File: src/rtl/mshr_pkg.sv
package mshr_pkg;
  localparam int MAX_ENTRIES = 32;

  // index of the lowest set bit; 0 when the vector is empty
  function automatic logic [4:0] lowest_one(input logic [MAX_ENTRIES-1:0] v);
    logic [4:0] r;
    r = '0;
    for (int i = MAX_ENTRIES - 1; i >= 0; i--) begin
      if (v[i]) r = 5'(i);
    end
    return r;
  endfunction

  // occupancy threshold at which new requests must stop
  function automatic int afull_level(input int entries, input int margin);
    return entries - margin;
  endfunction
endpackage

File: src/rtl/mshr_free_pick.sv
module mshr_free_pick #(
  parameter int ENTRIES = 4,
  parameter int IDW = 2
) (
  input  logic [ENTRIES-1:0] valid_q,
  output logic               free_any,
  output logic [IDW-1:0]     free_id
);
  import mshr_pkg::*;

  logic [ENTRIES-1:0] free_vec;

  assign free_vec = ~valid_q;
  assign free_any = |free_vec;
  assign free_id  = IDW'(lowest_one(MAX_ENTRIES'(free_vec)));
endmodule

File: src/rtl/mshr_age_sel.sv
module mshr_age_sel #(
  parameter int ENTRIES = 4,
  parameter int IDW = 2
) (
  input  logic               clk,
  input  logic               rst,
  input  logic               alloc_fire,
  input  logic [IDW-1:0]     alloc_id,
  input  logic [ENTRIES-1:0] valid_q,
  input  logic [ENTRIES-1:0] ready_q,
  output logic               pick_valid,
  output logic [IDW-1:0]     pick_id
);
  import mshr_pkg::*;

  // older_q[i][j] set: entry j was allocated before entry i
  logic [ENTRIES-1:0] older_q [ENTRIES];
  logic [ENTRIES-1:0] pick_vec;

  always_ff @(posedge clk) begin
    if (rst) begin
      for (int i = 0; i < ENTRIES; i++) older_q[i] <= '0;
    end else if (alloc_fire) begin
      for (int i = 0; i < ENTRIES; i++) begin
        if (IDW'(i) == alloc_id) older_q[i] <= valid_q;
        else                     older_q[i][alloc_id] <= 1'b0;
      end
    end
  end

  for (genvar g = 0; g < ENTRIES; g++) begin : g_pick
    assign pick_vec[g] = ready_q[g] && ((ready_q & older_q[g]) == '0);
  end

  assign pick_valid = |pick_vec;
  assign pick_id    = IDW'(lowest_one(MAX_ENTRIES'(pick_vec)));

  assert_pick_onehot_R5: assert property (@(posedge clk) disable iff (rst)
    $onehot0(pick_vec));
  assert_pick_present_R5: assert property (@(posedge clk) disable iff (rst)
    (ready_q != '0) |-> pick_valid);
endmodule

File: src/rtl/mshr_occ.sv
module mshr_occ #(
  parameter int ENTRIES = 4,
  parameter int AF_MARGIN = 1
) (
  input  logic clk,
  input  logic rst,
  input  logic inc,
  input  logic dec_a,
  input  logic dec_b,
  output logic afull
);
  import mshr_pkg::*;

  localparam int CW = $clog2(ENTRIES + 2) + 1;
  localparam logic [CW-1:0] LEVEL = CW'(afull_level(ENTRIES, AF_MARGIN));

  logic [CW-1:0] count_q;
  logic [CW-1:0] count_d;

  assign count_d = count_q + CW'(inc) - CW'(dec_a) - CW'(dec_b);

  always_ff @(posedge clk) begin
    if (rst) count_q <= '0;
    else     count_q <= count_d;
  end

  assign afull = count_q >= LEVEL;

  assert_no_underflow_R7: assert property (@(posedge clk) disable iff (rst)
    (CW'(dec_a) + CW'(dec_b)) <= count_q + CW'(inc));
endmodule

File: src/rtl/mshr_file.sv
module mshr_file #(
  parameter int ENTRIES = 4,
  parameter int LINE_W = 8,
  parameter int PORTS = 2,
  parameter int WSEL_W = 2,
  parameter int CTAG_W = 4,
  parameter int TID_W = 2,
  parameter int AF_MARGIN = 1,
  localparam int IDW = (ENTRIES > 1) ? $clog2(ENTRIES) : 1
) (
  input  logic                     clk,
  input  logic                     rst,
  input  logic                     alloc_valid,
  input  logic [LINE_W-1:0]        alloc_addr,
  input  logic [PORTS*WSEL_W-1:0]  alloc_wsel,
  input  logic [PORTS*CTAG_W-1:0]  alloc_ctag,
  input  logic [PORTS*TID_W-1:0]   alloc_tid,
  input  logic [PORTS-1:0]         alloc_pmask,
  output logic                     alloc_ready,
  output logic [IDW-1:0]           alloc_id,
  input  logic                     lookup_valid,
  input  logic                     lookup_replay,
  input  logic [LINE_W-1:0]        lookup_addr,
  output logic                     lookup_match,
  input  logic                     fill_valid,
  input  logic [IDW-1:0]           fill_id,
  output logic [LINE_W-1:0]        fill_addr,
  output logic                     deq_valid,
  output logic [IDW-1:0]           deq_id,
  output logic [LINE_W-1:0]        deq_addr,
  output logic [PORTS*WSEL_W-1:0]  deq_wsel,
  output logic [PORTS*CTAG_W-1:0]  deq_ctag,
  output logic [PORTS*TID_W-1:0]   deq_tid,
  output logic [PORTS-1:0]         deq_pmask,
  input  logic                     deq_ready,
  input  logic                     release_valid,
  input  logic [IDW-1:0]           release_id,
  input  logic                     req_accept,
  output logic                     almost_full
);
  localparam int META_W = PORTS * (WSEL_W + CTAG_W + TID_W + 1);

  logic [ENTRIES-1:0] valid_q, ready_q;
  logic [LINE_W-1:0]  addr_q [ENTRIES];
  logic [META_W-1:0]  meta_q [ENTRIES];

  // named internal events
  logic               alloc_fire;
  logic               deq_fire;
  logic [LINE_W-1:0]  fill_line;
  logic [ENTRIES-1:0] clear_vec;
  logic [ENTRIES-1:0] wake_vec;
  logic [ENTRIES-1:0] waiting_hit_vec;
  logic [META_W-1:0]  deq_meta;

  mshr_free_pick #(.ENTRIES(ENTRIES), .IDW(IDW)) u_free (
    .valid_q  (valid_q),
    .free_any (alloc_ready),
    .free_id  (alloc_id)
  );

  assign alloc_fire = alloc_valid && alloc_ready;

  mshr_age_sel #(.ENTRIES(ENTRIES), .IDW(IDW)) u_age (
    .clk        (clk),
    .rst        (rst),
    .alloc_fire (alloc_fire),
    .alloc_id   (alloc_id),
    .valid_q    (valid_q),
    .ready_q    (ready_q),
    .pick_valid (deq_valid),
    .pick_id    (deq_id)
  );

  assign deq_fire  = deq_valid && deq_ready;
  assign fill_line = addr_q[fill_id];
  assign fill_addr = fill_line;

  for (genvar g = 0; g < ENTRIES; g++) begin : g_entry
    assign clear_vec[g] = (deq_fire && deq_id == IDW'(g)) ||
                          (release_valid && release_id == IDW'(g));
    assign wake_vec[g]  = fill_valid && valid_q[g] && addr_q[g] == fill_line;
    assign waiting_hit_vec[g] = valid_q[g] && !ready_q[g] && addr_q[g] == lookup_addr;

    always_ff @(posedge clk) begin
      if (rst) begin
        valid_q[g] <= 1'b0;
        ready_q[g] <= 1'b0;
      end else if (clear_vec[g]) begin
        valid_q[g] <= 1'b0;
        ready_q[g] <= 1'b0;
      end else if (alloc_fire && alloc_id == IDW'(g)) begin
        valid_q[g] <= 1'b1;
        ready_q[g] <= 1'b0;
      end else if (wake_vec[g]) begin
        ready_q[g] <= 1'b1;
      end
    end

    always_ff @(posedge clk) begin
      if (alloc_fire && alloc_id == IDW'(g)) begin
        addr_q[g] <= alloc_addr;
        meta_q[g] <= {alloc_wsel, alloc_ctag, alloc_tid, alloc_pmask};
      end
    end

    assert_ready_needs_valid_R4: assert property (@(posedge clk) disable iff (rst)
      ready_q[g] |-> valid_q[g]);
  end

  assign lookup_match = lookup_valid && !lookup_replay && (|waiting_hit_vec);

  assign deq_meta = meta_q[deq_id];
  assign deq_addr = addr_q[deq_id];
  assign {deq_wsel, deq_ctag, deq_tid, deq_pmask} = deq_meta;

  mshr_occ #(.ENTRIES(ENTRIES), .AF_MARGIN(AF_MARGIN)) u_occ (
    .clk   (clk),
    .rst   (rst),
    .inc   (req_accept),
    .dec_a (deq_fire),
    .dec_b (release_valid),
    .afull (almost_full)
  );

  assert_alloc_free_R1: assert property (@(posedge clk) disable iff (rst)
    alloc_fire |-> !valid_q[alloc_id]);
  assert_alloc_sets_R1: assert property (@(posedge clk) disable iff (rst)
    alloc_fire |=> valid_q[$past(alloc_id)] && !ready_q[$past(alloc_id)]);
  assert_replay_nomatch_R2: assert property (@(posedge clk) disable iff (rst)
    lookup_replay |-> !lookup_match);
  assert_fill_wake_R4: assert property (@(posedge clk) disable iff (rst)
    (fill_valid && valid_q[fill_id] && !clear_vec[fill_id]) |=> ready_q[$past(fill_id)]);
  assert_deq_offer_R5: assert property (@(posedge clk) disable iff (rst)
    deq_valid |-> valid_q[deq_id] && ready_q[deq_id]);
  assert_deq_frees_R5: assert property (@(posedge clk) disable iff (rst)
    deq_fire |=> !valid_q[$past(deq_id)]);
  assert_release_frees_R6: assert property (@(posedge clk) disable iff (rst)
    (release_valid && valid_q[release_id]) |=> !valid_q[$past(release_id)]);
endmodule

File: config.mk
export PLATFORM = sky130hd
export DESIGN_NAME = mshr_file
export DESIGN_NICKNAME = d
export VERILOG_FILES = /design/src/rtl/mshr_pkg.sv /design/src/rtl/mshr_free_pick.sv /design/src/rtl/mshr_age_sel.sv /design/src/rtl/mshr_occ.sv /design/src/rtl/mshr_file.sv
export SDC_FILE = /design/constraint.sdc
export NUM_CORES = 1
export LEC_CHECK = 0
export ABC_AREA = 1
export ABC_CLOCK_PERIOD_IN_PS = 3900
export BUFFER_PORTS_ARGS = -buffer_cell sky130_fd_sc_hd__buf_2
export CAP_MARGIN = 5
export CORE_MARGIN = 2
export CORE_UTILIZATION = 47
export CTS_CLUSTER_SIZE = 28
export DETAILED_ROUTE_END_ITERATION = 10
export PLACE_DENSITY_LB_ADDON = 0.05
export RECOVER_POWER = 25
export SYNTH_ARGS = -nofsm -noshare
export SYNTH_HDL_FRONTEND = slang
export SYNTH_SLANG_ARGS = --single-unit
File: constraint.sdc
create_clock -name clk -period 3.9 [get_ports clk]
set_input_delay 0.585 -clock clk [delete_from_list [all_inputs] [get_ports clk]]
set_output_delay 0.585 -clock clk [all_outputs]
set_load 0.005 [all_outputs]
==> flow_metrics.env, run 1 <==
export IMPL_outcome="finished, final reports clean"
export IMPL_slew_viol_final=0
export IMPL_cp_data_arrival_time_ps=2380
export IMPL_synth_area_top_cells="edfxtp_1, nand2_1, dfxtp_1, nand3_1, inv_1"
export IMPL_async_flop_share=0
export IMPL_fin_nets=875
export IMPL_fp_row_count=43
export IMPL_port_buffers=88
export IMPL_area_growth_syn_to_layout_pct=16.9
export IMPL_yosysSeqAreaShare=0.580
export IMPL_grtUsageMet2=0.395
export IMPL_wl_mm=17.8
export IMPL_synth_seq_cells=132
export IMPL_end_kind="primary output"
export IMPL_cts_hold_buf=0
export IMPL_r2r_setup_slack_ps=1300
export IMPL_clk_latency_ps=420
export IMPL_relSlewSlack=0.499
export IMPL_busiest_layer="met2"
export IMPL_firstDrtPassIters=5
export IMPL_setup_viol=0
export IMPL_synth_most_common_cell="nand2_1"
export IMPL_dieArea_sq_um=15100
export IMPL_postCtsSetupBuffers=0
export IMPL_syn_inst=720
export IMPL_tns_ps=0
export IMPL_drc_errors=0
export IMPL_io_pins=89
export IMPL_r2r_cells=16
export IMPL_pre_cts_slack_ps=1270
export IMPL_cts_num_sinks=132
export IMPL_grt_overflow=0
export IMPL_synth_top_area_frac=0.544
export IMPL_crit_required_ps=3310
export IMPL_crit_fanout=26
export IMPL_grt_pass1_vias=5143
export IMPL_fin_cells=1013
export IMPL_cts_root_buf="clkbuf_16"
export IMPL_ys_types=31
export IMPL_antenna_left=0
export IMPL_coreArea_sq_um=13800
export IMPL_finClkSkew_ps=14.1
export IMPL_hold_class="in2reg"
export IMPL_dp_cells=982
export IMPL_cts_buffers=17
export IMPL_initialDrtViolationCount=512
export IMPL_layout_worst_path_cycle_share=0.760
export IMPL_finalCriticalPeriod_ps=2970
export IMPL_yosysWarningCount=0
export IMPL_antenna_diode_count=0
export IMPL_grtUsageMet3=0.0567
export IMPL_nFillCells=1273
export IMPL_place_congestion=0.981
export IMPL_worst_slew_pin_slew_ps=750
export IMPL_worstSetupPathType="reg2out"
export IMPL_p_total_mw=3.37
export IMPL_finalCoreUtilization=0.560
export IMPL_antenna_found_initial=0
export IMPL_drive_gt1_frac=0.160
export IMPL_via_count=5434
export IMPL_avgSynthCellArea_sq_um=9.20
export IMPL_viasPerCell=5.36
export IMPL_initial_utilization=0.479
export IMPL_detailed_place_hpwl_mm=12.0
export IMPL_grt_setup_unrepaired="no"
export IMPL_cts_buffer_depth=2
export IMPL_dieWidth_um=123
export IMPL_setup_ws_ps=934
export IMPL_use_met1=0.332
export IMPL_grt_max_degree=28
export IMPL_synth_common_cells="nand2_1, edfxtp_1, inv_1"
export IMPL_worstHoldPathCells=1
export IMPL_fmax_mhz=337
export IMPL_power_static_leakage_nw=3.26
export IMPL_cap_violations=0
export IMPL_clk_pin_slew_ps=60
export IMPL_grt_usage=0.247
export IMPL_grt_pass1_wl_mm=27.4
export IMPL_hold_viol=0
export IMPL_syn_area_sq_um=6630
export IMPL_wire_per_inst_um=17.6
export IMPL_fp_dieH_um=123
export IMPL_synth_edf_count=120
export IMPL_h_tree_depth=4
export IMPL_cts_resized=0
export IMPL_synth_largest_area_cell="edfxtp_1"
export IMPL_cts_tree="done"
export IMPL_p_per_area_nw_per_um2=435
export IMPL_start_kind="register"
export IMPL_ir_drop_v=0.000268
export IMPL_ys_dominant_reg_cell="edfxtp_1"
[stage by stage]
step	hold slack, ps	area, sq um
2_1_floorplan	476	6640
3_3_place_gp	508	7250
3_5_place_dp	522	7250
4_1_cts	367	7770
5_1_grt	384	7750
6_report	384	7750
[layer usage]
layer | vias up | share of wire
li1 | 2579 | -
met1 | 2631 | 0.44
met2 | 199 | 0.47
met3 | 25 | 0.071
met4 | 0 | 0.016
met5 | - | 0
[worst max-delay path: stages, from the launching register on]
cell     delay, ps
dfxtp_1        430
nand3_1        120
nor2_2         150
inv_2           70
nand2_2        140
nor2_8          60
inv_4           90
nand2_2         50
inv_2          480
nand2_1        100
nand4_1        140
buf_2          130
[power breakdown]
group	leakage, nW	internal [mW]	switching, mW
logic	1.78	0.112	0.199
registers	1.22	1.60	0.0291
clock network	0.258	0.859	0.572
total	3.26	2.57	0.800
[layout by cell type (no fill, tap or decap), types with 17 or more instances in the layout]
cell and n:
nand3_1 48, buf_2 70, clkbuf_16 17, clkbuf_1 20, nand4_1 31, edfxtp_1 120
nor2_1 57, inv_1 63, nand2_1 268, xor2_1 17
[flip-flops by register name (all words and copies together), names as in the netlist]
name / flops
meta_q: 72
u_occ.count_q: 4
valid_q: 4
u_age.older_q: 16
addr_q: 32
ready_q: 4
[worst paths after layout]
kind | to | from
max | deq_ctag[6] | ready_q[0]
min | meta_q[1][14] | alloc_wsel[0]
max reg2reg | u_occ.count_q[3] | ready_q[3]
min reg2reg | ready_q[3] | ready_q[3]
[cell type report]
cell class              count  area (sq um)  area share
clock buffers              19           433      0.0559
well taps                 180           225      0.0291
flip-flops and latches    132          3840       0.496
repair buffers             95           470      0.0607
inverters                  74           280      0.0362
clock inverters            12          90.1      0.0116
multi-input cells         501          2400       0.310
[logic make-up (layout without fill, tap and decap cells)]
| logic type | count (synthesis) | in the layout | share of synthesized area |
|---|---|---|---|
| other | 1 | 4 | 0.000566 |
| and+or+nand+nor | 441 | 441 | 0.291 |
| buffers and inverters | 90 | 200 | 0.0595 |
| AOI/OAI and AO/OA | 25 | 25 | 0.0217 |
| xor gates and xnor gates | 24 | 24 | 0.0317 |
| DFF | 132 | 132 | 0.580 |
| adders and majority gates | 7 | 7 | 0.0155 |
Power figures use the tool's default switching activity.
==> run 2, diff against run 1 <==
--- a/config.mk
+++ b/config.mk
@@ -5,8 +5,8 @@
 export SDC_FILE = /design/constraint.sdc
 export NUM_CORES = 1
 export LEC_CHECK = 0
-export ABC_AREA = 1
-export ABC_CLOCK_PERIOD_IN_PS = 3900
+export ABC_AREA = 0
+export ABC_CLOCK_PERIOD_IN_PS = 2810
 export BUFFER_PORTS_ARGS = -buffer_cell sky130_fd_sc_hd__buf_2
 export CAP_MARGIN = 5
 export CORE_MARGIN = 2
==> constraint.sdc (replaced) <==
create_clock -name clk -period 2.81 [get_ports clk]
set_input_delay 0.4215 -clock clk [delete_from_list [all_inputs] [get_ports clk]]
set_output_delay 0.4215 -clock clk [all_outputs]
set_load 0.005 [all_outputs]
==> flow_metrics.env, run 2 <==
export IMPL_outcome="finished, final reports clean"
export IMPL_grt_usage=0.240
export IMPL_grt_setup_unrepaired="yes"
export IMPL_wire_per_inst_um=21.1
export IMPL_largest_register="meta_q"
export IMPL_synth_common_cells="edfxtp_1, a22oi_1, xor2_1"
export IMPL_clk_pin_slew_ps=60
export IMPL_cp_top_family="simple AND/OR/NAND/NOR gates"
export IMPL_layout_worst_path_cycle_share=0.977
export IMPL_cts_buffer_depth=2
export IMPL_area_growth_syn_to_layout_pct=24.1
export IMPL_largest_registers="meta_q: 72 flops, addr_q: 32 flops, u_age.older_q: 16 flops"
export IMPL_initialDrtViolationCount=363
export IMPL_setup_viol=0
export IMPL_clk_latency_ps=430
export IMPL_grt_overflow=0
export IMPL_crit_top_cell="buf_4"
export IMPL_cts_tree="done"
export IMPL_synth_largest_area_cell="edfxtp_1"
export IMPL_finalCriticalPeriod_ps=2750
export IMPL_finClkSkew_ps=20.6
export IMPL_hold_worst_slack_ps=220
export IMPL_slew_viol_final=0
export IMPL_synth_seq_cells=132
export IMPL_drc_errors=0
export IMPL_coreArea_sq_um=14400
export IMPL_post_dp_cell_area_sq_um=7540
export IMPL_dp_cells=822
export IMPL_synth_edf_count=120
export IMPL_place_congestion=0.896
export IMPL_cts_num_sinks=132
export IMPL_power_static_leakage_nw=3.18
export IMPL_grt_pass1_vias=5012
export IMPL_antenna_left=0
export IMPL_detailed_place_hpwl_mm=12.1
export IMPL_viasPerCell=5.72
export IMPL_fmax_mhz=364
export IMPL_start_kind="register"
export IMPL_synth_top_area_frac=0.528
export IMPL_cp_data_arrival_time_ps=2320
export IMPL_io_pins=89
export IMPL_hold_class="in2reg"
export IMPL_final_common_cell="edfxtp_1"
export IMPL_syn_area_sq_um=6820
export IMPL_tns_ps=0
export IMPL_worst_slew_pin_slew_ps=585
export IMPL_setup_ws_ps=64.3
export IMPL_yosysWarningCount=0
export IMPL_crit_fanout=8
export IMPL_crit_slowest_cell="edfxtp_1"
export IMPL_cts_buffers=17
export IMPL_drive_gt1_frac=0.271
export IMPL_via_count=5037
export IMPL_dieArea_sq_um=15500
export IMPL_antenna_diode_count=0
export IMPL_grt_max_degree=34
export IMPL_p_total_mw=5.01
export IMPL_worstSetupPathType="reg2out"
export IMPL_syn_inst=577
export IMPL_synth_most_common_cell="edfxtp_1"
export IMPL_fp_dieH_um=124
export IMPL_wl_mm=18.6
export IMPL_yosysSeqAreaShare=0.564
export IMPL_ir_drop_v=0.000421
export IMPL_hold_viol=0
export IMPL_end_kind="primary output"
export IMPL_avgSynthCellArea_sq_um=11.8
export IMPL_firstDrtPassIters=5
export IMPL_grt_pass1_wl_mm=28.4
export IMPL_initial_utilization=0.475
export IMPL_ys_dominant_reg_cell="edfxtp_1"
export IMPL_finalCoreUtilization=0.589
export IMPL_cts_root_buf="clkbuf_16"
export IMPL_pre_cts_slack_ps=61.7
export IMPL_ys_types=55
export IMPL_synth_area_top_cells="edfxtp_1, xor2_1, a22oi_1, xnor2_1, dfxtp_1"
export IMPL_layout_common_cells="edfxtp_1, buf_2, buf_4, xor2_1, a22oi_1"
export IMPL_cpPeakStageDelay_ps=410
export IMPL_p_per_area_nw_per_um2=593
export IMPL_finish_instance_area_sq_um=8460
export IMPL_relSlewSlack=0.607
export IMPL_cap_violations=0
export IMPL_fin_nets=738
export IMPL_dieWidth_um=124
export IMPL_h_tree_depth=4
export IMPL_fp_row_count=44
export IMPL_fin_cells=881
export IMPL_path_buf_inv=3
export IMPL_port_buffers=88
export IMPL_async_flop_share=0
export IMPL_crit_required_ps=2390
export IMPL_path_cells="a22oi_2 -> and4b_1 -> buf_4 -> nand2_1 -> nor3_1 -> buf_4 -> a22oi_1 -> o21ai_1 -> buf_2"
export IMPL_antenna_found_initial=0
export IMPL_largest_reg_flops=72
==> run 2: changes by cell type after synthesis, moves of 39 or more <==
cell / before / now
nor2_1: 59 / 20
nand2_1: 268 / 32
clkbuf_1: 3 / 43
a22oi_1: 0 / 55
inv_1: 63 / 18
nand3_1: 48 / 7
==> run 2: repair_timing <==
action                                  CTS  global route
pin swaps                                 1             8
endpoints found under the setup margin   27            28
hold buffers                              0             0
resized for setup                         8            25
gates cloned                              1             0
setup buffers                             2            24
==> run 2: worst reg2reg max path: cells and delay by family (launching register included) <==
| kind | cells | cell delay, ps |
|---|---|---|
| flip-flops | 1 | 380 |
| AO/OA/AOI/OAI | 1 | 170 |
| buffers and inverters | 3 | 180 |
| AND/OR/NAND/NOR | 5 | 630 |
| adder cells (fa/ha/maj) | 4 | 1220 |
==> run 2: path summary, 6_finish.rpt <==
path                             from                to  slack [ps]  cells past startpoint
setup / recovery  u_age.older_q[3][2]       deq_addr[1]          60                      9
setup reg to reg  u_age.older_q[1][0]  u_occ.count_q[2]         110                     13
hold reg to reg            ready_q[0]        ready_q[0]         570                      2
hold / removal          alloc_ctag[7]     meta_q[3][13]         220                      1
==> run 2: cells by family after synthesis <==
| family | share of synthesized area |
|---|---|
| flops | 0.564 |
| compound gates | 0.125 |
| mux | 0.0415 |
| buf+inv | 0.0503 |
| fa+ha+maj | 0.0150 |
| simple gates | 0.0945 |
| xor+xnor | 0.109 |
| other cells | 0.000550 |
==> run 2: cell type report <==
class / instances / area [sq um]
fillers: 1182 / 5910
well taps: 184 / 230
inverters: 18 / 67.6
repair buffers: 148 / 966
clock buffers: 18 / 429
clock inverters: 14 / 175
flip-flops and latches: 132 / 3850
multi-input cells: 367 / 2740
==> run 2: per-layer routing <==
metal,track usage,wire [um],vias up
li1,-,-,2353
met1,0.335,8400,2481
met2,0.363,8510,177
met3,0.0649,1290,26
met4,0.0879,366,0
met5,0,0,-
==> run 2: where the power goes <==
| group | switching [mW] | internal [mW] |
|---|---|---|
| logic | 0.257 | 0.208 |
| clock network | 0.875 | 1.40 |
| registers | 0.0481 | 2.22 |
==> run 3, diff against run 2 <==
--- a/config.mk
+++ b/config.mk
@@ -13,8 +13,10 @@
 export CORE_UTILIZATION = 47
 export CTS_CLUSTER_SIZE = 28
 export DETAILED_ROUTE_END_ITERATION = 10
+export GPL_TIMING_DRIVEN = 1
+export HOLD_SLACK_MARGIN = 0.12
 export PLACE_DENSITY_LB_ADDON = 0.05
-export RECOVER_POWER = 25
+export RECOVER_POWER = 100
 export SYNTH_ARGS = -nofsm -noshare
 export SYNTH_HDL_FRONTEND = slang
 export SYNTH_SLANG_ARGS = --single-unit
==> flow_metrics.env, run 3 (synthesis gave the netlist of run 2 again) <==
export IMPL_antenna_left=0
export IMPL_outcome="finished, final reports clean"
export IMPL_largest_register="meta_q"
export IMPL_cts_root_buf="clkbuf_16"
export IMPL_cap_violations=0
export IMPL_power_frac_comb=0.092
export IMPL_relSlewSlack=0.340
export IMPL_cts_hold_buf=0
export IMPL_post_dp_cell_area_sq_um=7540
export IMPL_grt_usage=0.240
export IMPL_pre_cts_slack_ps=61.7
export IMPL_grt_setup_unrepaired="yes"
export IMPL_seq_power_share=0.454
export IMPL_ir_drop_v=0.000422
export IMPL_hold_class="in2reg"
export IMPL_crit_top_cell="buf_4"
export IMPL_layout_worst_path_cycle_share=0.976
export IMPL_end_kind="primary output"
export IMPL_cts_buffer_depth=2
export IMPL_nFillCells=1189
export IMPL_cts_buffers=17
export IMPL_finalCoreUtilization=0.586
export IMPL_crit_cells=9
export IMPL_finClkSkew_ps=20.0
export IMPL_cts_num_sinks=132
export IMPL_wl_mm=18.4
export IMPL_grt_max_degree=34
export IMPL_drc_errors=0
export IMPL_internal_power_mw=3.83
export IMPL_p_clk_frac=0.454
export IMPL_grt_overflow=0
export IMPL_path_cells="a22oi_2 -> and4b_1 -> buf_4 -> nand2_1 -> nor3_1 -> buf_4 -> a22oi_1 -> o21ai_1 -> buf_2"
export IMPL_cpPeakStageDelay_ps=400
export IMPL_finish_instance_area_sq_um=8430
export IMPL_grt_pass1_wl_mm=28.4
export IMPL_initialDrtViolationCount=415
export IMPL_antenna_diode_count=0
export IMPL_fin_nets=738
export IMPL_drive_gt1_frac=0.258
export IMPL_clk_pin_slew_ps=60
export IMPL_dieWidth_um=124
export IMPL_power_static_leakage_nw=3.15
export IMPL_coreArea_sq_um=14400
export IMPL_crit_fanout=8
export IMPL_setup_viol=0
export IMPL_firstDrtPassIters=5
export IMPL_layout_common_cells="edfxtp_1, buf_2, buf_4, xor2_1, a22oi_1"
export IMPL_final_common_cell="edfxtp_1"
export IMPL_worstSetupPathType="reg2out"
export IMPL_setup_ws_ps=68.4
export IMPL_fp_dieH_um=124
export IMPL_hold_viol=0
export IMPL_worst_slew_pin_slew_ps=990
export IMPL_area_growth_syn_to_layout_pct=23.6
export IMPL_dieArea_sq_um=15500
export IMPL_wire_per_inst_um=20.9
export IMPL_cp_top_family="simple AND/OR/NAND/NOR gates"
export IMPL_ff_latch_area_sq_um=3850
export IMPL_port_buffers=88
export IMPL_antenna_found_initial=0
export IMPL_viasPerCell=5.72
export IMPL_power_switching_mw=1.17
export IMPL_r2r_cells=13
export IMPL_p_per_area_nw_per_um2=594
export IMPL_largest_registers="meta_q: 72 flops, addr_q: 32 flops, u_age.older_q: 16 flops"
export IMPL_fmax_mhz=365
export IMPL_cp_data_arrival_time_ps=2320
export IMPL_largest_reg_flops=72
export IMPL_initial_utilization=0.475
export IMPL_worstHoldPathCells=1
export IMPL_path_buf_inv=3
export IMPL_crit_required_ps=2390
export IMPL_via_count=5038
export IMPL_fp_row_count=44
export IMPL_io_pins=89
export IMPL_hold_worst_slack_ps=258
export IMPL_h_tree_depth=4
export IMPL_detailed_place_hpwl_mm=12.1
export IMPL_start_kind="register"
export IMPL_clk_latency_ps=430
export IMPL_multi_input_area_sq_um=2740
export IMPL_cts_tree="done"
export IMPL_grt_pass1_vias=5012
export IMPL_place_congestion=0.896
export IMPL_p_total_mw=5.00
export IMPL_crit_slowest_cell="edfxtp_1"
export IMPL_slew_viol_final=0
export IMPL_netSwitchingFraction=0.235
export IMPL_finalCriticalPeriod_ps=2740
## run 3: changes by cell type in the layout (fill, tap and decap cells not counted), moves of 3 or more
cell      previous run  this run
buf_4               53        50
clkbuf_1            21        29
clkbuf_2             0         3
buf_2               68        61
## run 3: final timing paths
kind | slack [ps] | endpoint | from
min | 260 | meta_q[0][9] | alloc_ctag[3]
max reg2reg | 120 | u_occ.count_q[2] | u_age.older_q[1][0]
max | 70 | deq_addr[1] | u_age.older_q[3][2]
min reg2reg | 580 | ready_q[0] | ready_q[0]
## run 3: power groups by stage
stage,Clock [mW],Combinational [mW],Sequential [mW]
2_1_floorplan,0,0.281,2.28
3_5_place_dp,0,0.435,2.31
5_1_grt,2.39,0.508,2.28
4_1_cts,2.30,0.439,2.27
3_3_place_gp,0,0.428,2.31
6_report,2.27,0.461,2.27
## run 3: repair_timing
action                     CTS  global route
setup endpoints to repair   27            28
pin swaps                    1             8
cloned                       1             0
buffers inserted             2            24
resized for setup            8            25
## run 3: cell type report
| class | instances | area share |
|---|---|---|
| tap | 184 | 0.0273 |
| clock inverter | 14 | 0.0208 |
| multi-input combinational | 367 | 0.325 |
| sequential | 132 | 0.457 |
| timing repair buffer | 148 | 0.111 |
| inverter | 18 | 0.00802 |
| clock buffer | 18 | 0.0509 |
## run 3: per-layer routing
| metal | global-route usage | vias up | wire, um |
|---|---|---|---|
| met4 | 0.0879 | 0 | 343 |
| li1 | - | 2347 | - |
| met5 | 0 | - | 0 |
| met2 | 0.363 | 194 | 8460 |
| met3 | 0.0649 | 23 | 1360 |
| met1 | 0.335 | 2474 | 8270 |
## run 3: metrics by stage
step                setup TNS [ps]  std cells
global route                  -358        881
global placement                 0        822
CTS                              0        857
floorplan                        0        580
detailed placement               0        822
finish                           0        881
